===== src/rtl/exc_seq_pkg.sv =====
package exc_seq_pkg;
  parameter int XLEN       = 32;
  parameter int VEC_W      = 8;
  parameter int SR_W       = 16;
  parameter int FMT_W      = 4;
  parameter int BASE_LSB   = 20;
  parameter int WORD_BYTES = 4;
  parameter int FRAME_WORDS = 2;

  localparam int OFS_W       = $clog2(WORD_BYTES);
  localparam int FRAME_BYTES = FRAME_WORDS * WORD_BYTES;
  localparam int PAD_W       = BASE_LSB - VEC_W - OFS_W;
  localparam int GAP_LO      = 2;
  localparam int GAP_HI      = XLEN - FMT_W - VEC_W - SR_W - GAP_LO;
  localparam int BASE_W      = XLEN - BASE_LSB;
  localparam int NUM_VEC     = 1 << VEC_W;

  typedef enum logic [3:0] {
    ST_BOOT, ST_RST_SP, ST_RST_PC, ST_IDLE, ST_PUSH_PC,
    ST_PUSH_FMT, ST_VEC, ST_FETCH, ST_HALT
  } seq_state_e;

  typedef enum logic [2:0] {
    ASEL_TBL_SP, ASEL_TBL_PC, ASEL_PUSH_PC, ASEL_PUSH_FMT, ASEL_TBL_VEC, ASEL_FETCH
  } addr_sel_e;

  typedef struct packed {
    logic      capture;
    logic      ldSpFrame;
    logic      ldSpMem;
    logic      ldPcMem;
    logic      ldVbr;
    logic      wdFmt;
    addr_sel_e addrSel;
  } strobe_t;

  function automatic logic [NUM_VEC-1:0] faultMask();
    logic [NUM_VEC-1:0] m;
    m = '0;
    for (int i = 0; i < NUM_VEC; i++) begin
      if (i == 2 || i == 3 || i == 4 || i == 5 || i == 8 || i == 10 || i == 11 || i == 14)
        m[i] = 1'b1;
    end
    return m;
  endfunction

  localparam logic [NUM_VEC-1:0] FAULT_MASK = faultMask();
endpackage


===== src/rtl/exc_seq_ctrl.sv =====
module exc_seq_ctrl
  import exc_seq_pkg::*;
(
  input  logic    clk,
  input  logic    rstN,
  input  logic    excReq,
  input  logic    vbrLoad,
  input  logic    memAck,
  input  logic    memErr,
  output logic    memReq,
  output logic    memWe,
  output logic    done,
  output logic    busy,
  output logic    halt,
  output strobe_t strb
);
  seq_state_e state;
  seq_state_e nxt;
  seq_state_e succ;
  logic doneQ;
  logic respOk;

  assign respOk = memAck && !memErr;

  always_comb begin
    unique case (state)
      ST_RST_SP:   succ = ST_RST_PC;
      ST_RST_PC:   succ = ST_FETCH;
      ST_PUSH_PC:  succ = ST_PUSH_FMT;
      ST_PUSH_FMT: succ = ST_VEC;
      ST_VEC:      succ = ST_FETCH;
      ST_FETCH:    succ = ST_IDLE;
      default:     succ = state;
    endcase
  end

  always_comb begin
    nxt = state;
    unique case (state)
      ST_BOOT: nxt = ST_RST_SP;
      ST_IDLE: if (excReq) nxt = ST_PUSH_PC;
      ST_HALT: nxt = ST_HALT;
      default: begin
        if (memErr)      nxt = ST_HALT;
        else if (memAck) nxt = succ;
      end
    endcase
  end

  always_ff @(posedge clk) begin
    if (!rstN) begin
      state <= ST_BOOT;
      doneQ <= 1'b0;
    end else begin
      state <= nxt;
      doneQ <= (state == ST_FETCH) && respOk;
    end
  end

  always_comb begin
    memReq = state inside {ST_RST_SP, ST_RST_PC, ST_PUSH_PC, ST_PUSH_FMT, ST_VEC, ST_FETCH};
    memWe  = state inside {ST_PUSH_PC, ST_PUSH_FMT};
    strb.capture   = (state == ST_IDLE) && excReq;
    strb.ldVbr     = (state == ST_IDLE) && vbrLoad;
    strb.ldSpMem   = (state == ST_RST_SP) && respOk;
    strb.ldPcMem   = (state inside {ST_RST_PC, ST_VEC}) && respOk;
    strb.ldSpFrame = (state == ST_PUSH_FMT) && respOk;
    strb.wdFmt     = (state == ST_PUSH_FMT);
    unique case (state)
      ST_RST_SP:   strb.addrSel = ASEL_TBL_SP;
      ST_RST_PC:   strb.addrSel = ASEL_TBL_PC;
      ST_PUSH_PC:  strb.addrSel = ASEL_PUSH_PC;
      ST_PUSH_FMT: strb.addrSel = ASEL_PUSH_FMT;
      ST_VEC:      strb.addrSel = ASEL_TBL_VEC;
      default:     strb.addrSel = ASEL_FETCH;
    endcase
  end

  assign done = doneQ;
  assign busy = (state != ST_IDLE);
  assign halt = (state == ST_HALT);


  done_single_chk: assert property (@(posedge clk) disable iff (!rstN) doneQ |=> !doneQ);


  halt_sticky_chk: assert property (@(posedge clk) disable iff (!rstN) halt |=> halt && !memReq && !doneQ);


  entry_from_idle_chk: assert property (@(posedge clk) disable iff (!rstN)
    (state != ST_IDLE) |=> (state != ST_PUSH_PC) || ($past(state) == ST_PUSH_PC));
endmodule


===== src/rtl/exc_seq_dpath.sv =====
module exc_seq_dpath
  import exc_seq_pkg::*;
(
  input  logic             clk,
  input  logic             rstN,
  input  strobe_t          strb,
  input  logic [VEC_W-1:0] excVector,
  input  logic [XLEN-1:0]  faultPc,
  input  logic [XLEN-1:0]  nextPc,
  input  logic [SR_W-1:0]  statusReg,
  input  logic [XLEN-1:0]  ssp,
  input  logic [XLEN-1:0]  vbrValue,
  input  logic [XLEN-1:0]  memRdata,
  input  logic             memReq,
  input  logic             memWe,
  input  logic             memAck,
  input  logic             memErr,
  output logic [XLEN-1:0]  memAddr,
  output logic [XLEN-1:0]  memWdata,
  output logic [XLEN-1:0]  newPc,
  output logic [XLEN-1:0]  newSp
);
  logic [VEC_W-1:0]  vecQ;
  logic [XLEN-1:0]   stPcQ;
  logic [SR_W-1:0]   srQ;
  logic [XLEN-1:0]   frameTopQ;
  logic [OFS_W-1:0]  dropQ;
  logic [XLEN-1:0]   spQ;
  logic [XLEN-1:0]   pcQ;
  logic [BASE_W-1:0] vbrQ;
  logic [XLEN-1:0]   fmtWord;

  function automatic logic [XLEN-1:0] tblAddr(input logic [BASE_W-1:0] base,
                                               input logic [VEC_W-1:0] v);
    return {base, {PAD_W{1'b0}}, v, {OFS_W{1'b0}}};
  endfunction

  always_ff @(posedge clk) begin
    if (!rstN) begin
      vecQ      <= '0;
      stPcQ     <= '0;
      srQ       <= '0;
      frameTopQ <= '0;
      dropQ     <= '0;
      spQ       <= '0;
      pcQ       <= '0;
      vbrQ      <= '0;
    end else begin
      if (strb.capture) begin
        vecQ      <= excVector;
        stPcQ     <= FAULT_MASK[excVector] ? faultPc : nextPc;
        srQ       <= statusReg;
        frameTopQ <= {ssp[XLEN-1:OFS_W], {OFS_W{1'b0}}};
        dropQ     <= ssp[OFS_W-1:0];
      end
      if (strb.ldVbr)     vbrQ <= vbrValue[XLEN-1:BASE_LSB];
      if (strb.ldSpMem)   spQ  <= memRdata;
      if (strb.ldSpFrame) spQ  <= frameTopQ - XLEN'(FRAME_BYTES);
      if (strb.ldPcMem)   pcQ  <= memRdata;
    end
  end

  assign fmtWord = {FMT_W'(dropQ), {GAP_HI{1'b0}}, vecQ, {GAP_LO{1'b0}}, srQ};

  always_comb begin
    unique case (strb.addrSel)
      ASEL_TBL_SP:   memAddr = tblAddr(vbrQ, VEC_W'(0));
      ASEL_TBL_PC:   memAddr = tblAddr(vbrQ, VEC_W'(1));
      ASEL_PUSH_PC:  memAddr = frameTopQ - XLEN'(WORD_BYTES);
      ASEL_PUSH_FMT: memAddr = frameTopQ - XLEN'(FRAME_BYTES);
      ASEL_TBL_VEC:  memAddr = tblAddr(vbrQ, vecQ);
      default:       memAddr = pcQ;
    endcase
    memWdata = strb.wdFmt ? fmtWord : stPcQ;
  end

  assign newPc = pcQ;
  assign newSp = spQ;


  bus_hold_chk: assert property (@(posedge clk) disable iff (!rstN)
    (memReq && !memAck && !memErr) |=> memReq && $stable(memAddr) && $stable(memWdata) && $stable(memWe));


  write_align_chk: assert property (@(posedge clk) disable iff (!rstN)
    (memReq && memWe) |-> (memAddr[OFS_W-1:0] == '0));


  frame_sp_align_chk: assert property (@(posedge clk) disable iff (!rstN)
    strb.ldSpFrame |=> (newSp[OFS_W-1:0] == '0));
endmodule


===== src/rtl/exc_entry_seq.sv =====
module exc_entry_seq
  import exc_seq_pkg::*;
(
  input  logic             clk,
  input  logic             rstN,
  input  logic             excReq,
  input  logic [VEC_W-1:0] excVector,
  input  logic [XLEN-1:0]  faultPc,
  input  logic [XLEN-1:0]  nextPc,
  input  logic [SR_W-1:0]  statusReg,
  input  logic [XLEN-1:0]  ssp,
  input  logic             vbrLoad,
  input  logic [XLEN-1:0]  vbrValue,
  output logic             memReq,
  output logic             memWe,
  output logic [XLEN-1:0]  memAddr,
  output logic [XLEN-1:0]  memWdata,
  input  logic             memAck,
  input  logic             memErr,
  input  logic [XLEN-1:0]  memRdata,
  output logic [XLEN-1:0]  newPc,
  output logic [XLEN-1:0]  newSp,
  output logic             done,
  output logic             busy,
  output logic             halt
);
  strobe_t strb;

  exc_seq_ctrl ctrl_i (
    .clk(clk), .rstN(rstN), .excReq(excReq), .vbrLoad(vbrLoad),
    .memAck(memAck), .memErr(memErr), .memReq(memReq), .memWe(memWe),
    .done(done), .busy(busy), .halt(halt), .strb(strb)
  );

  exc_seq_dpath dpath_i (
    .clk(clk), .rstN(rstN), .strb(strb), .excVector(excVector),
    .faultPc(faultPc), .nextPc(nextPc), .statusReg(statusReg), .ssp(ssp),
    .vbrValue(vbrValue), .memRdata(memRdata), .memReq(memReq), .memWe(memWe),
    .memAck(memAck), .memErr(memErr), .memAddr(memAddr), .memWdata(memWdata),
    .newPc(newPc), .newSp(newSp)
  );
endmodule


===== config.mk =====
export PLATFORM = sky130hd
export DESIGN_NAME = exc_entry_seq
export DESIGN_NICKNAME = d
export VERILOG_FILES = /design/src/rtl/exc_seq_pkg.sv /design/src/rtl/exc_seq_ctrl.sv /design/src/rtl/exc_seq_dpath.sv /design/src/rtl/exc_entry_seq.sv
export SDC_FILE = /design/constraint.sdc
export NUM_CORES = 1
export LEC_CHECK = 0
export ABC_AREA = 1
export BUFFER_PORTS_ARGS = -buffer_cell sky130_fd_sc_hd__buf_2
export CAP_MARGIN = 20
export CORE_UTILIZATION = 46
export CTS_CLUSTER_SIZE = 28
export DETAILED_ROUTE_END_ITERATION = 8
export GPL_TIMING_DRIVEN = 1
export PLACE_DENSITY = 0.77
export SYNTH_ARGS = -nofsm -noshare
export SYNTH_HDL_FRONTEND = slang
export SYNTH_SLANG_ARGS = --single-unit

===== constraint.sdc =====
create_clock -name clk -period 2.1 [get_ports clk]
set_clock_uncertainty 0.2 [all_clocks]
set_input_delay 0.42 -clock clk [delete_from_list [all_inputs] [get_ports clk]]
set_output_delay 0.42 -clock clk [all_outputs]
set_load 0.005 [all_outputs]

==> results.cfg <==
[grt]
antenna_found_initial = 3
grt_usage_pct = 35.6
grt_first_pass_wirelength_mm = 56.4
first_global_vias = 10413
grt_overflow = 0
grt_max_degree = 56

[setup_path]
endpoint_kind = output pin
arrival_ns = 2.24
required_ns = 1.48
critPathKind = register to output pin
path_max_fanout = 4
critPathLaunchType = register

[detailed_routing]
drt_iter0_drc = 1743
wl_per_cell_um = 19.9
drc = 0
vias_per_cell = 5.84
antenna_left = 0
dr_total_vias = 12502
drt-total-wl_mm = 42.5
dr.pass1.iters = 8

[synthesis]
synth_fp_nets = 1611
yosysTopAreaCell = dfxtp_1
async_reset_ff_share_pct = 0
synth_seq_cells = 169
synth_area_per_cell_um2 = 6.55
synth_edf_count = 0
syn_inst = 1418
synth_area_um2 = 9290
ys.flop_type = dfxtp_1
synth.area.top_cells = dfxtp_1 36%, nand2_1 14%, nand3_1 7.6%, o21ai_0 6.6%, inv_1 6.4%
yosysTopAreaCellShare_pct = 36.4
seq_area_frac_synth_pct = 36.4
ys_warn_count = 0
synth_cell_type_count = 41

[status]
status = complete, but fails checks
violations = setup timing

[clock_tree]
cts.sinks = 169
cts_max_path_buffers = 2
path_clk_slew_ns = 0.07
clock_latency_ns = 0.44
htreeDepth = 4
cts_made_buffers = 17
hold_buffers = 0
cts_root_buf = clkbuf_16
cts_tree = done

[final_layout]
final_cells = 2140
fin_nets = 2053
area_growth_pct = 56.7
layout-drive-gt1-share_pct = 42.5

[timing]
hold_ws_ns = 0.0200
slew_violations = 0
fin_ws_ns = -0.757
rsz0062_at_grt = true
hold_violations = 0
finalSetupViolCount = 73
maxSlewHeadroom_pct = 64.9
fmax_mhz = 350
min_period_ns = 2.86
post-route-period-util_pct = 136
worst_pin_slew_ns = 0.526

[power]
power_leakage_nw = 7.32
power_density_nw_per_um2 = 1160
ir_drop_mv = 0.891

[placed_design]
portBuffers = 302
place.gp.congestion = 0.968
placed_cells = 2052
dp_hpwl_mm = 26.4

[die]
fp.dieH_um = 144
core_um2 = 19700
ioPinCount = 323
die_w_um = 144
rows = 51
initial_core_util_pct = 47.3
dieArea_um2 = 20800

[job]
drv_cap = 0

[hold_path]
holdCritPathClass = primary input to register
-- kinds of logic (layout without fill, tap and decap cells) --
kind of cell / after synthesis / in the layout / synth area share, %
adder cells (fa/ha/maj): 3 / 3 / 0.404
flip-flops: 169 / 169 / 36.4
AO/OA/AOI/OAI: 323 / 323 / 19.4
buffers and inverters: 253 / 708 / 11.6
XOR/XNOR: 14 / 14 / 1.32
other: 0 / 2 / 0
AND/OR/NAND/NOR: 656 / 656 / 30.8
-- layout by cell type, fill, tap and decap left out, drive strengths merged, types with 3 or more instances in the layout --
cell type	Yosys	layout
a21oi	108	108
dfxtp	169	169
nand3	143	143
o211ai	39	39
ha	3	3
inv	168	175
nand2	354	354
clkbuf	29	22
nand4	17	17
clkinv	3	8
or2	10	10
xor2	14	14
nor2	117	117
o21ai	137	137
o22ai	4	4
nand3b	3	3
o2111ai	8	8
buf	53	501
a31oi	21	21
nor3	11	11
-- worst max-delay path, stage by stage (launching register included) --
cell     delay [ns]
dfxtp_2        0.36
nor2_2         0.15
buf_4          0.15
nand2_2        0.11
nor2_4         0.18
nand2_2        0.11
o21ai_1        0.13
nand2_1        0.12
nand2_1        0.12
nand3_2        0.08
nand2_1        0.10
inv_1          0.05
buf_2          0.12
-- final timing paths --
kind | from | slack (ns) | cells after the start | end
max | dpath_i.frameTopQ[9]$_SDFFE_PN0P_ | -0.76 | 12 | memAddr[22]
min | statusReg[2] | 0.02 | 3 | dpath_i.srQ[2]$_SDFFE_PN0P_
max reg2reg | dpath_i.frameTopQ[4]$_SDFFE_PN0P_ | -0.42 | 19 | dpath_i.newSp[27]$_SDFFE_PN0P_
min reg2reg | dpath_i.srQ[14]$_SDFFE_PN0P_ | 0.26 | 2 | dpath_i.srQ[14]$_SDFFE_PN0P_
-- layer usage --
layer	share of wire (%)	global-route usage, %	vias up	routed length, um
li1	-	-	5539	-
met1	39	49.9	5762	16400
met2	45	54.1	974	19000
met3	11	5.99	225	4760
met4	5.7	13.9	2	2410
met5	0.019	0	-	8
-- where the power goes --
group          internal, mW  switching (mW)  total (mW)
clock network          1.58            1.46        3.04
registers              3.51           0.273        3.79
logic                  4.64            5.41        10.1
total                  9.74            7.15        16.9
-- cell usage after synthesis, types with 2 or more instances --
library cell  instances
o22ai_1               4
a211oi_1              2
buf_2                36
clkinv_1              2
o2111ai_1             8
xor2_1               14
o21ai_0             122
or2_0                 3
nor2_4                8
or2_2                 3
nand3_2               2
nor3_1               11
inv_2                 9
ha_1                  3
dfxtp_1             169
o211ai_1             39
nand2_2               7
nor2_1               97
buf_4                10
nand4_1              17
or2_1                 4
a31oi_1              20
nand2_1             346
o21ai_1              15
nor2_2               12
nand3b_1              3
inv_1               158
nand3_1             141
clkbuf_1             29
buf_6                 6
a21oi_1             108
-- per-stage QoR --
step / power [mW] / worst slack [ns] / cell area (um2) / util (%) / TNS, ns
2_1_floorplan: 7.34 / -0.00740 / 9300 / - / -0.00740
5_1_grt: 17.5 / -0.802 / 14600 / 74.1 / -38.22
4_1_cts: 15.0 / -0.577 / 13600 / 69.1 / -27.34
3_5_place_dp: 10.6 / -0.330 / 12000 / 61.2 / -4.02
6_report: 16.9 / -0.757 / 14600 / 74.1 / -32.86
3_3_place_gp: 10.5 / -0.346 / 12000 / 61.2 / -3.33
-- state kept, by name, indices dropped and copies added (netlist names) --
name,cells
dpath_i.stPcQ,32
dpath_i.vecQ,8
ctrl_i.state,4
ctrl_i.done,1
dpath_i.vbrQ,12
dpath_i.srQ,16
dpath_i.newPc,32
dpath_i.dropQ,2
dpath_i.newSp,32
dpath_i.frameTopQ,30
-- cell type report --
type	count	area (um2)
diodes	2	5.00
clock buffers	19	443
clock inverters	13	106
fillers	1403	5100
inverters	171	676
multi-input cells	996	5890
flip-flops and latches	169	3420
well taps	265	332
repair buffers	505	3690
-- what timing repair did --
action	in CTS	in global routing
setup endpoints to repair	66	68
buffers inserted	26	39
gates resized for setup	181	218
gates cloned	7	3
pin swaps	46	68
Power figures use the tool's default switching activity.
